**config.mk**
```make
export PLATFORM = sky130hd
export DESIGN_NAME = soc_bar_display
export DESIGN_NICKNAME = d
export VERILOG_FILES = /design/src/rtl/soc_bar_pkg.sv /design/src/rtl/soc_bar_sync.sv /design/src/rtl/soc_bar_level.sv /design/src/rtl/soc_bar_ctrl.sv /design/src/rtl/soc_bar_display.sv
export SDC_FILE = /design/constraint.sdc
export NUM_CORES = 1
export LEC_CHECK = 0
export ABC_AREA = 1
export BUFFER_PORTS_ARGS = -buffer_cell sky130_fd_sc_hd__buf_2
export CORE_ASPECT_RATIO = 1.25
export CORE_UTILIZATION = 35
export DETAILED_ROUTE_END_ITERATION = 16
export SKIP_CTS_REPAIR_TIMING = 1
export SLEW_MARGIN = 20
export SYNTH_ARGS = -nofsm -noshare
export SYNTH_HDL_FRONTEND = slang
export SYNTH_SLANG_ARGS = --single-unit
```
**constraint.sdc**
```tcl
create_clock -name clk -period 1.15 [get_ports clk]
set_input_delay 0.115 -clock clk [delete_from_list [all_inputs] [get_ports clk]]
set_output_delay 0.115 -clock clk [all_outputs]
set_load 0.01 [all_outputs]
```
**src/rtl/soc_bar_pkg.sv**
```systemverilog
package soc_bar_pkg;

    typedef enum logic [1:0] {
        ST_DARK   = 2'd0,
        ST_ACTIVE = 2'd1,
        ST_WINDOW = 2'd2
    } disp_st_e;

endpackage

```
**src/rtl/soc_bar_sync.sv**
```systemverilog
module soc_bar_sync #(
    parameter int STAGES = 2
) (
    input  logic clk,
    input  logic rst_n,
    input  logic btn_async,
    output logic btn_fall
);
    logic [STAGES-1:0] sync_q;
    logic              prev_q;

    always_ff @(posedge clk or negedge rst_n) begin
        if (!rst_n) begin
            sync_q <= '1;
            prev_q <= 1'b1;
        end else begin
            sync_q <= {sync_q[STAGES-2:0], btn_async};
            prev_q <= sync_q[STAGES-1];
        end
    end

    assign btn_fall = prev_q & ~sync_q[STAGES-1];

    // an edge pulse lasts exactly one cycle
    a_r6_fall_single: assert property (@(posedge clk) disable iff (!rst_n)
        btn_fall |=> !btn_fall);

endmodule

```
**src/rtl/soc_bar_level.sv**
```systemverilog
module soc_bar_level #(
    parameter int                   PCT_W = 7,
    parameter int                   SEGS  = 5,
    parameter logic [SEGS*PCT_W-1:0] THR  = {7'd90, 7'd75, 7'd50, 7'd25, 7'd10}
) (
    input  logic [PCT_W-1:0] pct,
    output logic [SEGS-1:0]  mask
);
    for (genvar i = 0; i < SEGS; i++) begin : g_cmp
        localparam logic [PCT_W-1:0] LIMIT = THR[i*PCT_W +: PCT_W];
        assign mask[i] = (pct > LIMIT);
    end

endmodule

```
**src/rtl/soc_bar_ctrl.sv**
```systemverilog
module soc_bar_ctrl
    import soc_bar_pkg::*;
#(
    parameter int SEGS     = 5,
    parameter int HOLD_SEC = 5
) (
    input  logic            clk,
    input  logic            rst_n,
    input  logic            busy,
    input  logic            btn_fall,
    input  logic            sec_tick,
    input  logic [SEGS-1:0] mask,
    output logic [SEGS-1:0] led_n
);
    localparam int TW = $clog2(HOLD_SEC + 1);
    localparam logic [TW-1:0] HOLD_LD = TW'(HOLD_SEC);

    disp_st_e        state_q, state_d;
    logic [TW-1:0]   timer_q, timer_d;
    logic [SEGS-1:0] mask_q;
    logic            phase_q;
    logic            lvl_chg;

    assign lvl_chg = (mask != mask_q);

    // next-state logic
    always_comb begin
        state_d = state_q;
        timer_d = timer_q;
        unique case (state_q)
            ST_DARK: begin
                if (busy) begin
                    state_d = ST_ACTIVE;
                end else if (btn_fall) begin
                    state_d = ST_WINDOW;
                    timer_d = HOLD_LD;
                end
            end
            ST_ACTIVE: begin
                if (!busy) begin
                    state_d = ST_WINDOW;
                    timer_d = HOLD_LD;
                end
            end
            ST_WINDOW: begin
                if (busy) begin
                    state_d = ST_ACTIVE;
                end else if (btn_fall || lvl_chg) begin
                    timer_d = HOLD_LD;
                end else if (sec_tick) begin
                    if (timer_q <= TW'(1)) begin
                        state_d = ST_DARK;
                        timer_d = '0;
                    end else begin
                        timer_d = timer_q - TW'(1);
                    end
                end
            end
            default: begin
                state_d = ST_DARK;
                timer_d = '0;
            end
        endcase
    end

    // state register
    always_ff @(posedge clk or negedge rst_n) begin
        if (!rst_n) begin
            state_q <= ST_DARK;
            timer_q <= '0;
            mask_q  <= '0;
            phase_q <= 1'b1;
        end else begin
            state_q <= state_d;
            timer_q <= timer_d;
            mask_q  <= mask;
            if (sec_tick) phase_q <= ~phase_q;
        end
    end

    // output register
    always_ff @(posedge clk or negedge rst_n) begin
        if (!rst_n) begin
            led_n <= '1;
        end else if (state_q == ST_DARK) begin
            led_n <= '1;
        end else if (mask == '0) begin
            led_n <= ~{{(SEGS-1){1'b0}}, phase_q};
        end else begin
            led_n <= ~mask;
        end
    end

    // dark state drives every segment off on the next cycle
    a_r1_dark_off: assert property (@(posedge clk) disable iff (!rst_n)
        (state_q == ST_DARK) |=> (led_n == '1));

    // comparator outputs form a thermometer code
    a_r2_thermo: assert property (@(posedge clk) disable iff (!rst_n)
        ((mask & (mask + SEGS'(1))) == '0));

    // blink phase flips on every tick
    a_r3_phase_flip: assert property (@(posedge clk) disable iff (!rst_n)
        sec_tick |=> (phase_q != $past(phase_q)));

    // busy always leads to the continuous state
    a_r4_busy_active: assert property (@(posedge clk) disable iff (!rst_n)
        busy |=> (state_q == ST_ACTIVE));

    // hold counter never exceeds its load value
    a_r5_timer_bound: assert property (@(posedge clk) disable iff (!rst_n)
        timer_q <= HOLD_LD);

    // a restart cause inside a window reloads the full hold
    a_r8_reload: assert property (@(posedge clk) disable iff (!rst_n)
        (state_q == ST_WINDOW && !busy && (btn_fall || lvl_chg))
            |=> (state_q == ST_WINDOW && timer_q == HOLD_LD));

    // last tick of a window ends it
    a_r5_expire: assert property (@(posedge clk) disable iff (!rst_n)
        (state_q == ST_WINDOW && !busy && !btn_fall && !lvl_chg
            && sec_tick && timer_q == TW'(1)) |=> (state_q == ST_DARK));

endmodule

```
**src/rtl/soc_bar_display.sv**
```systemverilog
module soc_bar_display #(
    parameter int PCT_W    = 7,
    parameter int HOLD_SEC = 5
) (
    input  logic             clk,
    input  logic             rst_n,
    input  logic [PCT_W-1:0] soc_pct,
    input  logic             chg,
    input  logic             dis,
    input  logic             disp_btn,
    input  logic             sec_tick,
    output logic [4:0]       led_n
);
    localparam int SEGS = 5;

    logic            btn_fall;
    logic [SEGS-1:0] mask;

    soc_bar_sync #(.STAGES(2)) u_sync (
        .clk       (clk),
        .rst_n     (rst_n),
        .btn_async (disp_btn),
        .btn_fall  (btn_fall)
    );

    soc_bar_level #(
        .PCT_W (PCT_W),
        .SEGS  (SEGS),
        .THR   ({PCT_W'(90), PCT_W'(75), PCT_W'(50), PCT_W'(25), PCT_W'(10)})
    ) u_level (
        .pct  (soc_pct),
        .mask (mask)
    );

    soc_bar_ctrl #(
        .SEGS     (SEGS),
        .HOLD_SEC (HOLD_SEC)
    ) u_ctrl (
        .clk      (clk),
        .rst_n    (rst_n),
        .busy     (chg | dis),
        .btn_fall (btn_fall),
        .sec_tick (sec_tick),
        .mask     (mask),
        .led_n    (led_n)
    );

endmodule

```
### After elaboration in Yosys (flattened, before gate mapping)

Index checks and enable logic that the tools add are counted.

| cells by class | value |
|---|---|
| multiplexer cells | 18 |
| bitwise gates (word level) | 6 |
| $lt $le $gt $ge | 6 |
| reductions and logical operators | 5 |
| add/subtract/negate cells | 1 |
| equal/unequal tests | 12 |

Operators by type and width:

| operator | count |
|---|---|
| $mux W3 | 7 |
| $gt A7 B7 Y1 const B | 2 |
| $mux W2 | 7 |
| $mux W5 | 2 |
| $reduce_and A5 Y1 | 2 |
| $ne A3 B2 Y1 const B | 3 |
| $pmux W3 S3 | 1 |
| $gt A7 B4 Y1 const B | 1 |
| $gt A7 B5 Y1 const B | 1 |
| $gt A7 B6 Y1 const B | 1 |
| $ne A2 B2 Y1 const B | 3 |
| $ne A3 B1 Y1 const B | 2 |
| $pmux W2 S3 | 1 |
| $logic_not A5 Y1 | 1 |
| $ne A5 B5 Y1 | 1 |
| $not A1 Y5 | 1 |
| $not A5 Y5 | 1 |
| $le A3 B1 Y1 const B | 1 |
| $sub A3 B1 Y3 const B | 1 |
| $eq A2 B1 Y1 const B | 1 |
| $eq A2 B2 Y1 const B | 1 |
| $logic_not A2 Y1 | 1 |
| $ne A2 B1 Y1 const B | 1 |
| $not A1 Y1 | 2 |
| other kinds (3) | 3 |

| word-level totals | value |
|---|---|
| flip-flop bits (word level) | 19 |
| bits of input ports | 13 |

### Depth between registers and ports, before layout

| logic depth | value |
|---|---|
| depth in word-level cells | 6 |
| gate-level depth with buffers | 13 |

### Modules after synthesis

Synthesis repeated with hierarchy kept, for this count alone.

| second synthesis, totals | value |
|---|---|
| cell total of the unflattened synthesis | 145 |
| area total of the unflattened synthesis | 1,074.8 um2 |

By module, submodules not included:

| module | cells an instance | instances | area an instance (um2) |
|---|---|---|---|
| soc_bar_ctrl | 108 | 1 | 839.6 |
| soc_bar_level | 29 | 1 | 135.1 |
| soc_bar_sync | 5 | 1 | 88.8 |
| soc_bar_display | 3 | 1 | 11.3 |

### Least setup slack after synthesis

Ideal clock, no wire load.

| timing path | value |
|---|---|
| path type | register to register |
| start | reg u_ctrl.timer_q[1] |
| end | reg u_ctrl.state_q[1] |
| path slack | -0.142 ns |
| stages on the path, launching flop included | 10 |
| buffers on the path | 0 |
| data arrival time | 1.179 ns |
| cells stage by stage | dfrtp_1 inv_1 ha_1 a21oi_1 o21ai_0 nand3_1 inv_1 nand3_1 nand2_1 inv_1 |

| between the ends | value |
|---|---|
| longest elaborated chain between the ends | 3 |

Ends and longest elaborated chain:

| element | line | text |
|---|---|---|
| from (decl) | soc_bar_ctrl.sv:19 | `logic [TW-1:0] timer_q, timer_d;` |
| from (signal assigned) | soc_bar_ctrl.sv:75 | `timer_q <= timer_d;` |
| $le A3 B1 Y1 | soc_bar_ctrl.sv:51 | `if (timer_q <= TW'(1)) begin` |
| $ne A3 B1 Y1 (no source line) | n/a |  |
| $reduce_and A5 Y1 (no source line) | n/a |  |
| to (signal assigned) | soc_bar_ctrl.sv:74 | `state_q <= state_d;` |
| to (decl) | soc_bar_ctrl.sv:18 | `disp_st_e state_q, state_d;` |

No other way between the ends.
A chain may end at the register's enable or synchronous reset.

### Worst setup path after layout

| timing path | value |
|---|---|
| start | reg u_ctrl.timer_q[1] |
| end | reg u_ctrl.timer_q[2] |

| between the ends | value |
|---|---|
| longest elaborated chain between the ends | 6 |

Ends and longest elaborated chain:

| element | line | text |
|---|---|---|
| $sub A3 B1 Y3 / $le A3 B1 Y1 (equally long branches) | soc_bar_ctrl.sv:55, soc_bar_ctrl.sv:51 |  |
| $mux W3 * | soc_bar_ctrl.sv:51 |  |
| $mux W3 * | soc_bar_ctrl.sv:50 | `end else if (sec_tick) begin` |
| $mux W3 * | soc_bar_ctrl.sv:48 | `end else if (btn_fall \|\| lvl_chg) begin` |
| $mux W3 * | soc_bar_ctrl.sv:46 | `if (busy) begin` |
| $pmux W3 S3 * | soc_bar_ctrl.sv:30 | `unique case (state_q)` |

Mark *: on every way between the ends. The rest lies on a longest branch, timed or not. The select of a mux whose other input is x is not followed.

==> flow_summary.yaml <==
setup_path:
  cp.required_ns: 1.34
  endpoint_kind: "flop"
  crit_type: "flop to flop"
  crit_fanout: 3
  reg2reg_to: "u_ctrl.timer_q[2]"
  r2r-start: "u_ctrl.timer_q[1]"
  arrival_ns: 1.50
  cp-start-kind: "flop"
  r2r_setup_slack_ns: -0.16
  ff2ff_path_depth: 9
route:
  wire_per_inst_um: 9.85
  wl_met2_um: 1110
  vias: 966
  routed-wl-met3_um: 43
  drt_iter0_markers: 6
  drt-total-wl_um: 2140
  ant_nets: 0
  vias_per_cell: 4.45
  highest_layer: "met4"
  drc: 0
  wl_met1_um: 937
  first_pass_iters: 4
grt:
  grt_max_degree: 20
  grt-ovfl-total: 0
  grt_pass1_wl_um: 3860
  antenna_found_initial: 0
  grt_pass1_vias: 948
  grt_use_total_pct: 15.5
worst_hold_path:
  min_to: "u_ctrl.state_q[1]"
  holdPathStages: 4
  hold_class: "primary input to flop"
  min_from: "chg"
yosys:
  synth_cells: 146
  synth_cell_types: 22
  avgSynthCellArea_um2: 7.52
  synth.most_common_cell: "nand2_1"
  yosysSeqAreaShare_pct: 44.4
  synth_edf_count: 0
  yosys_warnings: 0
  ys_ff_latch: 19
  synth_common_cells: "33 x nand2_1, 31 x inv_1, 19 x nor2_1"
  synth_nets: 161
  synth.top_cells.by_area: "dfrtp_1 23%, dfstp_2 22%, nand2_1 11%"
  yosys.area.top_type_share_pct: 22.8
  synth_top_area_cell: "dfrtp_1"
  ys_async_sr_fraction_pct: 100
  synth_ff_type: "dfrtp_1"
  syn_area_um2: 1100
timing:
  max-slew-margin-rel_pct: 71.7
  worst_slack_ns: -0.163
  max_freq_mhz: 761
  worst_pin_slew_ns: 0.424
  fin_crit_sh_pct: 114
  setup_viol: 4
  period_minus_slack_ns: 1.31
  finalMaxSlewViolations: 0
  hold_viol: 0
  tns_ns: -0.597
  whs_ns: 0.0499
  rsz0062_at_grt: "true"
  skew_ns: 0.00658
place:
  placed_cell_area_um2: 1320
  hpwl_um: 1710
  place_congestion: 0.857
  io_buffers: 17
final_layout:
  fin_util_pct: 47.9
  syn_to_final_growth_pct: 29.9
  design_area_um2: 1430
  drive_above_1_share_pct: 40.3
  nets: 197
  antenna_cells: 0
pwr:
  ir_drop_mv: 0.672
  comb_power_share_pct: 27.1
  power.share.switching_pct: 31.2
  power_frac_seq_pct: 52.1
  clock_power_share_pct: 20.8
  internal_power_mw: 1.10
  power.density_nw_per_um2: 1120
  leakagePower_nw: 0.758
  p_sw_uw: 497
status:
  violations: "setup timing"
  status: "complete, but fails checks"
floorplan:
  io_pins: 18
  die_h_um: 64.6
  start_util_pct: 36.9
  die_area_um2: 3360
  die_w_um: 52.1
  core-area_um2: 2970
  row_count: 22
clocking:
  worstSkewPairLatency_ns: 0.30
  cts_inserted_buffers: 3
  htree_levels: 1
  cts.clk_slew.worst_paths_ns: 0.11
  clockBufferDepth: 2
  cts-root-buf: "clkbuf_4"
  cts_tree: "done"
  cts_num_sinks: 19
job:
  drv_cap: 0
worst max-delay path, cell delays in order (launching register included):
cell     delay [ns]
dfrtp_1        0.41
inv_2          0.09
buf_4          0.11
ha_2           0.17
xnor2_2        0.11
nor2_1         0.06
nor2_1         0.08
nand2_1        0.05
nand2_1        0.06
nand2_1        0.06
kinds of logic (layout without fill, tap and decap cells):
logic type / Yosys count / in the layout / synth area share (%)
buffers and inverters: 33 / 68 / 11.3
AO/OA/AOI/OAI: 10 / 10 / 6.39
adder cells (fa/ha/maj): 2 / 2 / 2.28
XOR/XNOR: 2 / 2 / 1.60
flip-flops: 19 / 19 / 44.4
AND/OR/NAND/NOR: 80 / 80 / 34.1
state kept, by name, indices dropped and copies added, names as in the netlist:
signal          cells
u_sync.sync_q       2
u_ctrl.mask_q       5
u_sync.prev_q       1
u_ctrl.state_q      2
u_ctrl.phase_q      1
u_ctrl.timer_q      3
u_ctrl.led_n        5
through the flow:
| stage | worst slack (ns) | cells | power (mW) |
|---|---|---|---|
| after floorplan | -0.0538 | 146 | 1.07 |
| after global placement | -0.260 | 210 | 1.22 |
| after detailed placement | -0.281 | 210 | 1.23 |
| after CTS | -0.221 | 214 | 1.57 |
| after global routing | -0.289 | 217 | 1.71 |
| final | -0.163 | 217 | 1.59 |
placed cells by master, fill, tap and decap left out, types with 2 or more instances in the layout:
cell type,netlist,layout
dlygate4sd3_1,0,3
nor2_2,2,3
a21oi_1,3,2
inv_2,2,5
nor2_1,19,15
nor2_4,3,6
nand2_1,33,32
o21ai_2,1,2
buf_2,0,17
dfstp_2,9,9
nand2_2,9,10
dfrtp_1,10,10
clkbuf_4,0,3
nand3_1,11,11
inv_1,31,28
buf_4,0,11
power by group through the flow:
stage / Combinational [mW] / Sequential (mW) / Clock (mW)
finish: 0.432 / 0.830 / 0.332
global route: 0.492 / 0.839 / 0.379
CTS: 0.399 / 0.819 / 0.349
detailed placement: 0.395 / 0.831 / 0
global placement: 0.386 / 0.831 / 0
floorplan: 0.234 / 0.834 / 0
layout make-up:
type / instances / area, um^2
multi-input cells: 94 / 544
repair buffers: 31 / 198
fillers: 297 / 1550
clock buffers: 3 / 22.5
flip-flops and latches: 19 / 487
clock inverters: 1 / 5.00
well taps: 36 / 45.0
inverters: 33 / 124
layer usage:
| metal | global-route usage (%) | up-vias |
|---|---|---|
| li1 | - | 506 |
| met1 | 17.2 | 440 |
| met2 | 28.0 | 15 |
| met3 | 2.11 | 5 |
| met4 | 7.09 | 0 |
| met5 | 0 | - |
worst max path at each step:
stage / cells past startpoint / startpoint / slack, ns / endpoint
6_report: 9 / u_ctrl.timer_q[1] / -0.16 / u_ctrl.timer_q[2]
5_1_grt: 9 / u_ctrl.timer_q[1] / -0.29 / u_ctrl.state_q[1]
4_1_cts: 8 / u_ctrl.state_q[1] / -0.22 / u_ctrl.timer_q[2]
3_5_place_dp: 13 / soc_pct[3] / -0.28 / u_ctrl.timer_q[2]
3_3_place_gp: 13 / soc_pct[2] / -0.26 / u_ctrl.timer_q[2]
2_1_floorplan: 10 / u_sync.sync_q[1] / -0.05 / u_ctrl.timer_q[0]
Note: power is estimated with default switching activity, not from simulation.
